File: config.mk
export PLATFORM = sky130hd
export DESIGN_NAME = pwm_frac_timer
export DESIGN_NICKNAME = d
export VERILOG_FILES = /design/src/rtl/pwm_tmr_pkg.sv /design/src/rtl/pwm_cfg_stage.sv /design/src/rtl/pwm_frac_divider.sv /design/src/rtl/pwm_wrap_counter.sv /design/src/rtl/pwm_frac_timer.sv
export SDC_FILE = /design/constraint.sdc
export NUM_CORES = 1
export LEC_CHECK = 0
export ABC_AREA = 1
export BUFFER_PORTS_ARGS = -buffer_cell sky130_fd_sc_hd__buf_2
export CAP_MARGIN = 20
export CORE_ASPECT_RATIO = 1.2
export CORE_MARGIN = 2
export CORE_UTILIZATION = 55
export DETAILED_ROUTE_END_ITERATION = 8
export GPL_TIMING_DRIVEN = 0
export PLACE_DENSITY = 0.75
export SETUP_SLACK_MARGIN = 0.05
export SYNTH_ARGS = -nofsm -noshare
export SYNTH_HDL_FRONTEND = slang
export SYNTH_SLANG_ARGS = --single-unit
File: constraint.sdc
create_clock -name clk -period 2.97 [get_ports clk]
set_input_delay 0.297 -clock clk [delete_from_list [all_inputs] [get_ports clk]]
set_output_delay 0.297 -clock clk [all_outputs]
set_load 0.05 [all_outputs]
File: src/rtl/pwm_tmr_pkg.sv
package pwm_tmr_pkg;
  localparam int RES_W  = 5;
  localparam int WHOLE_W = 10;
  localparam int FRAC_W = 8;
  localparam int DIV_W  = WHOLE_W + FRAC_W;

  typedef struct packed {
    logic [WHOLE_W-1:0] whole;
    logic [FRAC_W-1:0]  frac;
  } div_t;
endpackage

File: src/rtl/pwm_cfg_stage.sv
module pwm_cfg_stage
  import pwm_tmr_pkg::*;
#(
  parameter int DEF_RES = 8
) (
  input  logic             clk,
  input  logic             rst,
  input  logic             wr,
  input  logic [RES_W-1:0] wr_res,
  input  div_t             wr_div,
  input  logic             wr_pause,
  input  logic             wr_clear,
  input  logic             wr_src,
  input  logic             wr_update,
  input  logic             wrap,
  output logic             pause_q,
  output logic             clear_q,
  output logic             src_q,
  output logic             pend_q,
  output logic [RES_W-1:0] act_res,
  output div_t             act_div
);
  logic [RES_W-1:0] stg_res;
  div_t             stg_div;
  logic             apply;

  assign apply = pend_q && (wrap || clear_q);

  always_ff @(posedge clk) begin
    if (rst) begin
      pause_q <= 1'b0;
      clear_q <= 1'b0;
      src_q   <= 1'b0;
      pend_q  <= 1'b0;
      stg_res <= RES_W'(DEF_RES);
      stg_div <= '{whole: WHOLE_W'(1), frac: '0};
      act_res <= RES_W'(DEF_RES);
      act_div <= '{whole: WHOLE_W'(1), frac: '0};
    end else begin
      if (apply) begin
        act_res <= stg_res;
        act_div <= stg_div;
        pend_q  <= 1'b0;
      end
      if (wr) begin
        pause_q <= wr_pause;
        clear_q <= wr_clear;
        src_q   <= wr_src;
        if (wr_update) begin
          stg_res <= wr_res;
          stg_div <= wr_div;
          pend_q  <= 1'b1;
        end
      end
    end
  end
endmodule

File: src/rtl/pwm_frac_divider.sv
module pwm_frac_divider
  import pwm_tmr_pkg::*;
(
  input  logic clk,
  input  logic rst,
  input  logic clear,
  input  logic hold,
  input  logic in_tick,
  input  div_t div,
  output logic out_tick
);
  localparam int CW = WHOLE_W + 1;

  logic [CW-1:0]     gap_cnt;
  logic [FRAC_W-1:0] phase;
  logic              stretch;
  logic [CW-1:0]     whole_eff;
  logic [CW-1:0]     span;
  logic              hit;
  logic [FRAC_W:0]   phase_sum;

  assign whole_eff = (div.whole == '0) ? CW'(1) : {1'b0, div.whole};
  assign span      = whole_eff + CW'(stretch);
  assign hit       = (gap_cnt + CW'(1)) == span;
  assign phase_sum = {1'b0, phase} + {1'b0, div.frac};
  assign out_tick  = in_tick && !hold && !clear && hit;

  always_ff @(posedge clk) begin
    if (rst || clear) begin
      gap_cnt <= '0;
      phase   <= '0;
      stretch <= 1'b0;
    end else if (in_tick && !hold) begin
      if (hit) begin
        gap_cnt <= '0;
        phase   <= phase_sum[FRAC_W-1:0];
        stretch <= phase_sum[FRAC_W];
      end else begin
        gap_cnt <= gap_cnt + CW'(1);
      end
    end
  end
endmodule

File: src/rtl/pwm_wrap_counter.sv
module pwm_wrap_counter
  import pwm_tmr_pkg::*;
#(
  parameter int MAX_RES = 20
) (
  input  logic               clk,
  input  logic               rst,
  input  logic               clear,
  input  logic               tick,
  input  logic [RES_W-1:0]   res,
  output logic [MAX_RES-1:0] count,
  output logic               ovf,
  output logic               wrap
);
  localparam logic [RES_W-1:0] RES_CAP = RES_W'(MAX_RES);

  logic [RES_W-1:0]   res_eff;
  logic [MAX_RES-1:0] top;

  assign res_eff = (res > RES_CAP) ? RES_CAP : res;
  assign top     = ~({MAX_RES{1'b1}} << res_eff);
  assign wrap    = tick && (count == top);

  always_ff @(posedge clk) begin
    if (rst || clear) begin
      count <= '0;
      ovf   <= 1'b0;
    end else begin
      ovf <= wrap;
      if (wrap)      count <= '0;
      else if (tick) count <= count + MAX_RES'(1);
    end
  end
endmodule

File: src/rtl/pwm_frac_timer.sv
module pwm_frac_timer
  import pwm_tmr_pkg::*;
#(
  parameter int MAX_RES = 20,
  parameter int DEF_RES = 8
) (
  input  logic               clk,
  input  logic               rst,
  input  logic               slow_tick,
  input  logic               ref_tick,
  input  logic               cfg_wr,
  input  logic [4:0]         cfg_res,
  input  logic [17:0]        cfg_div,
  input  logic               cfg_pause,
  input  logic               cfg_clear,
  input  logic               cfg_src,
  input  logic               cfg_update,
  output logic [MAX_RES-1:0] count,
  output logic               overflow
);
  logic             pause_q, clear_q, src_q, pend_q;
  logic [RES_W-1:0] act_res;
  div_t             act_div;
  logic             sel_tick, div_tick, wrap;

  assign sel_tick = src_q ? ref_tick : slow_tick;

  pwm_cfg_stage #(.DEF_RES(DEF_RES)) u_stage (
    .clk(clk), .rst(rst), .wr(cfg_wr), .wr_res(cfg_res), .wr_div(div_t'(cfg_div)),
    .wr_pause(cfg_pause), .wr_clear(cfg_clear), .wr_src(cfg_src),
    .wr_update(cfg_update), .wrap(wrap), .pause_q(pause_q), .clear_q(clear_q),
    .src_q(src_q), .pend_q(pend_q), .act_res(act_res), .act_div(act_div)
  );

  pwm_frac_divider u_div (
    .clk(clk), .rst(rst), .clear(clear_q), .hold(pause_q),
    .in_tick(sel_tick), .div(act_div), .out_tick(div_tick)
  );

  pwm_wrap_counter #(.MAX_RES(MAX_RES)) u_cnt (
    .clk(clk), .rst(rst), .clear(clear_q), .tick(div_tick), .res(act_res),
    .count(count), .ovf(overflow), .wrap(wrap)
  );
endmodule

Yosys cells after proc, flatten, opt, wreduce, memory -nomap -nowiden
Cells that the tools add are included.
{ "totals": {"ff_bits": 91, "word_cells": 44, "mem_bits_rw": 0, "out_inout_bits": 21, "latchBits": 0, "n_memories": 0, "rom_bits": 0, "inputBits": 32} }
{ "classes": {"mux": 7, "n_shift": 1, "n_reduce_logical": 13, "mul": 0, "bitwise_logic": 1, "n_lt_le_gt_ge": 1, "n_addsub": 4, "n_eq_ne": 2, "div_mod_pow": 0} }
{ "ops": {"columns": ["op", "n"], "rows": [
  ["adder 20 x 1 -> 20 bit (second input constant)", 1],
  ["equality test 20 bit", 1],
  ["NOT 20 bit", 1],
  ["<< shifter 20 x 5 -> 20 bit (first input constant)", 1],
  ["adder 11 x 1 -> 11 bit", 1],
  ["adder 11 x 1 -> 11 bit (second input constant)", 1],
  ["equality test 11 bit", 1],
  ["2-to-1 mux 11 bit", 1],
  ["zero test 10 bit", 1],
  ["2-to-1 mux 10 bit", 1],
  ["adder 8 x 8 -> 9 bit", 1],
  ["> comparator 5 bit (second input constant)", 1],
  ["logical AND 1 bit", 5],
  ["2-to-1 mux 5 bit", 1],
  ["2-to-1 mux 1 bit", 4],
  ["AND reduction 2 bit", 2],
  ["zero test 1 bit", 2],
  ["logical OR 1 bit", 2],
  ["OR reduction 2 bit", 1]
]} }

Depth between registers and ports, before layout
{ "logic_depth": {"depth_word": 11, "ltp_mapped": 21} }

Modules after synthesis
Synthesis repeated with hierarchy kept, for this count alone.
{ "unflattened": {"cells_unflattened": 862, "hier_area_um2": 5481.5} }
{ "by_module_without_submodules": {"columns": ["module", "seq_area_each_um2", "cells_per_inst", "area_per_inst_um2", "n_inst"], "rows": [
  ["pwm_frac_divider", 400.4, 337, 1945.6, 1],
  ["pwm_cfg_stage", 1001.0, 246, 1878.1, 1],
  ["pwm_wrap_counter", 420.4, 275, 1642.8, 1],
  ["pwm_frac_timer", 0.0, 4, 15.0, 1]
]} }

Least setup slack after synthesis
OpenSTA, ideal clock, no wires.
{ "synth_timing": {"path_type": "register -> register", "from": "register u_stage.act_div[10] (netlist name)", "to": "register u_stage.act_div[1] (netlist name)", "required_time_ps": 2855, "setup_time_ps": 115, "arrival_time_ps": 2553, "stages_incl_launch_ff": 18, "period_less_slack_ps": 2668, "setup_slack_ps": 302, "path_cell_list": "dfxtp_1 buf_2 nor4_1 a31o_2 ha_1 ha_1 nand3_1 xor2_1 xor2_1 nor2_1 nand3_1 nor3_4 nand2_2 nand2_4 buf_6 nand3_1 nand2_1 nor2_1"} }
{ "synth_via": {"elab_chain_len": 8} }
{ "synth_rtl": {"columns": ["item", "line", "text"], "rows": [
  ["zero test 10 bit", "pwm_frac_divider.sv:22", "assign whole_eff = (div.whole == '0) ? CW'(1) : {1'b0, div.whole};"],
  ["2-to-1 mux 10 bit *", "pwm_frac_divider.sv:22", null],
  ["adder 11 x 1 -> 11 bit *", "pwm_frac_divider.sv:23", "assign span = whole_eff + CW'(stretch);"],
  ["equality test 11 bit *", "pwm_frac_divider.sv:24", "assign hit = (gap_cnt + CW'(1)) == span;"],
  ["logical AND 1 bit *", "pwm_frac_divider.sv:26", "assign out_tick = in_tick && !hold && !clear && hit;"],
  ["logical AND 1 bit *", "pwm_wrap_counter.sv:22", "assign wrap = tick && (count == top);"],
  ["logical OR 1 bit *", "pwm_cfg_stage.sv:27", "assign apply = pend_q && (wrap || clear_q);"],
  ["logical AND 1 bit *", "pwm_cfg_stage.sv:27", null]
]} }
Mark *: on every way between the ends. The rest lies on a longest branch, timed or not.
A chain may end at the register's enable or synchronous reset.

Final worst setup path
{ "layout_timing": {"from": "register u_stage.act_div[9] (netlist name)", "to": "register u_stage.act_div[10] (netlist name)"} }
{ "layout_via": {"elab_chain_len": 8} }
{ "layout_rtl": {"columns": ["item", "line"], "rows": [
  ["zero test 10 bit", "pwm_frac_divider.sv:22"],
  ["2-to-1 mux 10 bit *", "pwm_frac_divider.sv:22"],
  ["adder 11 x 1 -> 11 bit *", "pwm_frac_divider.sv:23"],
  ["equality test 11 bit *", "pwm_frac_divider.sv:24"],
  ["logical AND 1 bit *", "pwm_frac_divider.sv:26"],
  ["logical AND 1 bit *", "pwm_wrap_counter.sv:22"],
  ["logical OR 1 bit *", "pwm_cfg_stage.sv:27"],
  ["logical AND 1 bit *", "pwm_cfg_stage.sv:27"]
]} }
Marked as above.

==> run metrics <==
RSZ-0062 raised after global routing=true; Final Slew Violations=0; Mapped Nets=870; total power=roughly 3.0 mW; vias in the first global route=5299; endpoint class of the critical path=flip-flop; Die ar.=10600 sq um; CP max FO=8; n_diodes=0; CP peak stage delay=0.37 ns; Worst Path Arrival=3.06 ns; routed vias=5518; Slowest cell on crit path=dfxtp_4; PnR worst setup slack=around 0.14 ns; Final Setup Violations=0; YS warnings=0; final hold violation count=0; crit path kind=reg -> reg; first-pass GRT wire length=about 23 mm; Die Y=113 um; FP Rows=39; slew of the pin with the lowest slew margin=0.551 ns; fmax=around 350 MHz; reported max-cap violation count=0; Initial Util=56.7%; met2 global-route usage=46.2%; drt first pass iters=5; R2R cell count=20; H-tree depth=3; vias per inst=~5.4; Pwr Density=466 nW/um^2; crit start category=flip-flop; area added between synthesis and finish=18.3%; Crit path required time=3.21 ns; total gr overflow=0; Syn Inst Count=between 800 and 900; Final Cycle Share=between 90% and 100%; number of clock sinks=about 90; layout cell share with drive strength beyond 1=~17%; core footprint=between 9000 and 10000 sq um; busiest grt layer=met2; Static Leak=approximately 2.7 nW; cts hold-fix bufs=0; gr usage total=~27%; VDD IR max=~370 uV; sequential area share after synthesis=between 30% and 40%; outcome=finished clean; final instance area=6390 sq um; post-synth top area cell=dfxtp_1; NumNets Final=943; #FFs+latches synth=91; max_slew headroom=a little over three fifths; Longest Clk Path Bufs=2; top cells by area, synth=dfxtp_1 (34%), nand2_1 (15%), a21oi_1 (8.6%); Worst Skew=0.00810 ns; Root Driver=clkbuf_16; final wirelength=about 14 mm; initial DRC count=343; Remaining DRCs=0; Min Hold Slack=0.157 ns; CP most frequent cell=nand2_2; reg2reg start=u_stage.act_div[9]; met3 GRT Util=4.03%; io pins=53; GR Layer Usage met1=32.5%; Min-Delay Path Depth=3; Distinct cells, synth=37; Die Wd=94.4 um; Critical Path Start=u_stage.act_div[9]; Hold Crit Class=in -> reg; flop2flop setup slack=about 0.14 ns; GPL Wtd Cong=around 0.94; worst-skew pair later-pin latency=0.34 ns; post-DP HPWL=10.2 mm; TritonCTS clock tree=built; CTS buffer count=9; worst slack, placed=-0.156 ns; Finished Layout Cells=approximately 1000; Inst Count DP=1000; Avg Synthesized Cell Area=6.54 sq um; cell area after synthesis=5400 sq um; Yosys top cell area share=roughly 34%; initial antenna violation count=0; Port Buffers=52; CP Cell Sequence=nor4_4 > a31o_2 > ha_4 > ha_4 > nand3_4 > inv_2 > nand2_2 > nand2_2 > nand2_2 > nand2_2 > inv_2 > nor2_4 > nand3_2 > nor3_4 > nand2_2 > nand2_4 > buf_4 > nand3_1 > nand2_1 > nor2_1; crit path to=u_stage.act_div[10]; pin count of the biggest net entering global routing=16; FF-to-FF End=u_stage.act_div[10]; WL/cell=13.5 um; Final ANT Viol Nets=0; clock-pin slew on the worst setup and hold paths=~0.07 ns; Tmin final=2.83 ns; Placed Area=~5800 sq um
[report_power, final]
part	switching, mW	internal, mW	leakage (nW)
Sequential	0.0288	1.26	0.745
Combinational	0.287	0.152	1.79
Clock	0.486	0.760	0.155
Total	0.802	2.17	2.69
[state kept, by name (all words and copies together), names as in the netlist]
| signal | flops |
|---|---|
| u_stage.stg_res | 5 |
| u_div.stretch | 1 |
| u_stage.act_res | 5 |
| u_stage.act_div | 18 |
| u_stage.pend_q | 1 |
| u_div.phase | 8 |
| u_cnt.count | 20 |
| u_stage.stg_div | 18 |
| u_stage.src_q | 1 |
| u_stage.clear_q | 1 |
| u_div.gap_cnt | 11 |
| u_stage.pause_q | 1 |
| u_cnt.ovf | 1 |
[cells by family (layout without fill, tap and decap cells)]
kind of cell	after synthesis	count (layout)	share of synthesized area, %
AND/OR/NAND/NOR	418	418	34.1
buffers and inverters	134	211	10.3
AO/OA/AOI/OAI	131	131	12.6
flip-flops	91	91	33.8
XOR/XNOR	38	38	6.17
adder cells (fa/ha/maj)	13	13	3.15
[worst min path at each step]
stage                                  start            endpoint
final                             cfg_res[3]  u_stage.stg_res[3]
after global routing              cfg_res[3]  u_stage.stg_res[3]
after CTS                         cfg_res[3]  u_stage.stg_res[3]
after detailed placement  u_stage.stg_div[4]  u_stage.stg_div[4]
after global placement    u_stage.stg_div[4]  u_stage.stg_div[4]
after floorplan                   cfg_div[8]  u_stage.stg_div[8]
[critical path: cells and delay by family, from the launching register on]
family | cells | cell delay (ns)
AOI/OAI and AO/OA | 1 | 0.21
buffers and inverters | 3 | 0.27
and+or+nand+nor | 14 | 1.54
DFF | 1 | 0.37
adders and majority gates | 2 | 0.32
[through the flow]
stage               setup TNS [ns]  utilization (%)
floorplan                        0                -
global placement             -1.10             61.1
detailed placement           -3.21             61.1
CTS                              0             65.1
global route                 -1.24             67.1
finish                           0             67.1
[layout by cell type (no fill, tap or decap), types with 2 or more instances in the layout]
cell type    n
nand3_2      9
xor2_2       2
nor2_1      70
a21oi_1     93
buf_2       60
clkbuf_1    20
dfxtp_4      4
nor2_2       4
o21ai_0     30
nor3_1       6
nand4_1     22
nand3b_1     2
o211ai_1     3
inv_2        7
buf_1        3
xor2_1      30
nand3_1     68
buf_6        7
buf_4       11
inv_1       86
nand2_1    207
ha_4         2
nand2_2     10
nor2_4       5
nor4_1       5
bufinv_16    2
dfxtp_1     84
xnor2_1      6
clkbuf_16    9
or2_2        3
dfxtp_2      3
ha_1        10
[cell usage after synthesis, drive strengths merged]
cell type / count
nand2: 218
a21oi: 93
inv: 93
dfxtp: 91
nor2: 79
nand3: 78
xor2: 32
o21ai: 30
nand4: 22
clkbuf: 21
buf: 19
ha: 12
nor3: 7
nor4: 7
xnor2: 6
or2: 4
o211ai: 3
nand3b: 2
o21bai: 2
a31o: 1
a31oi: 1
clkinv: 1
fa: 1
nor3b: 1
o21a: 1
[per-layer routing]
| metal | wire length (um) | share of wire [%] | vias up |
|---|---|---|---|
| met5 | 0 | 0 | - |
| met2 | 6900 | 50 | 154 |
| li1 | - | - | 2813 |
| met1 | 5820 | 42 | 2509 |
| met4 | 527 | 3.8 | 0 |
| met3 | 595 | 4.3 | 42 |
[area by class of cell]
class	count	area, sq um
plain buffers	40	210
clock buffers	10	239
clock inverters	5	85.1
fillers	855	3130
inverters	94	353
multi-input cells	600	3160
flip-flops and latches	91	1840
well taps	123	154
repair buffers	62	343
[repair_timing]
action                     in CTS  in global routing
gates cloned                    1                  1
buffers inserted                1                  7
pin swaps                       2                 16
gates resized for setup         9                 41
setup endpoints to repair      52                 62
No activity file was read; power rests on OpenSTA's default activity.
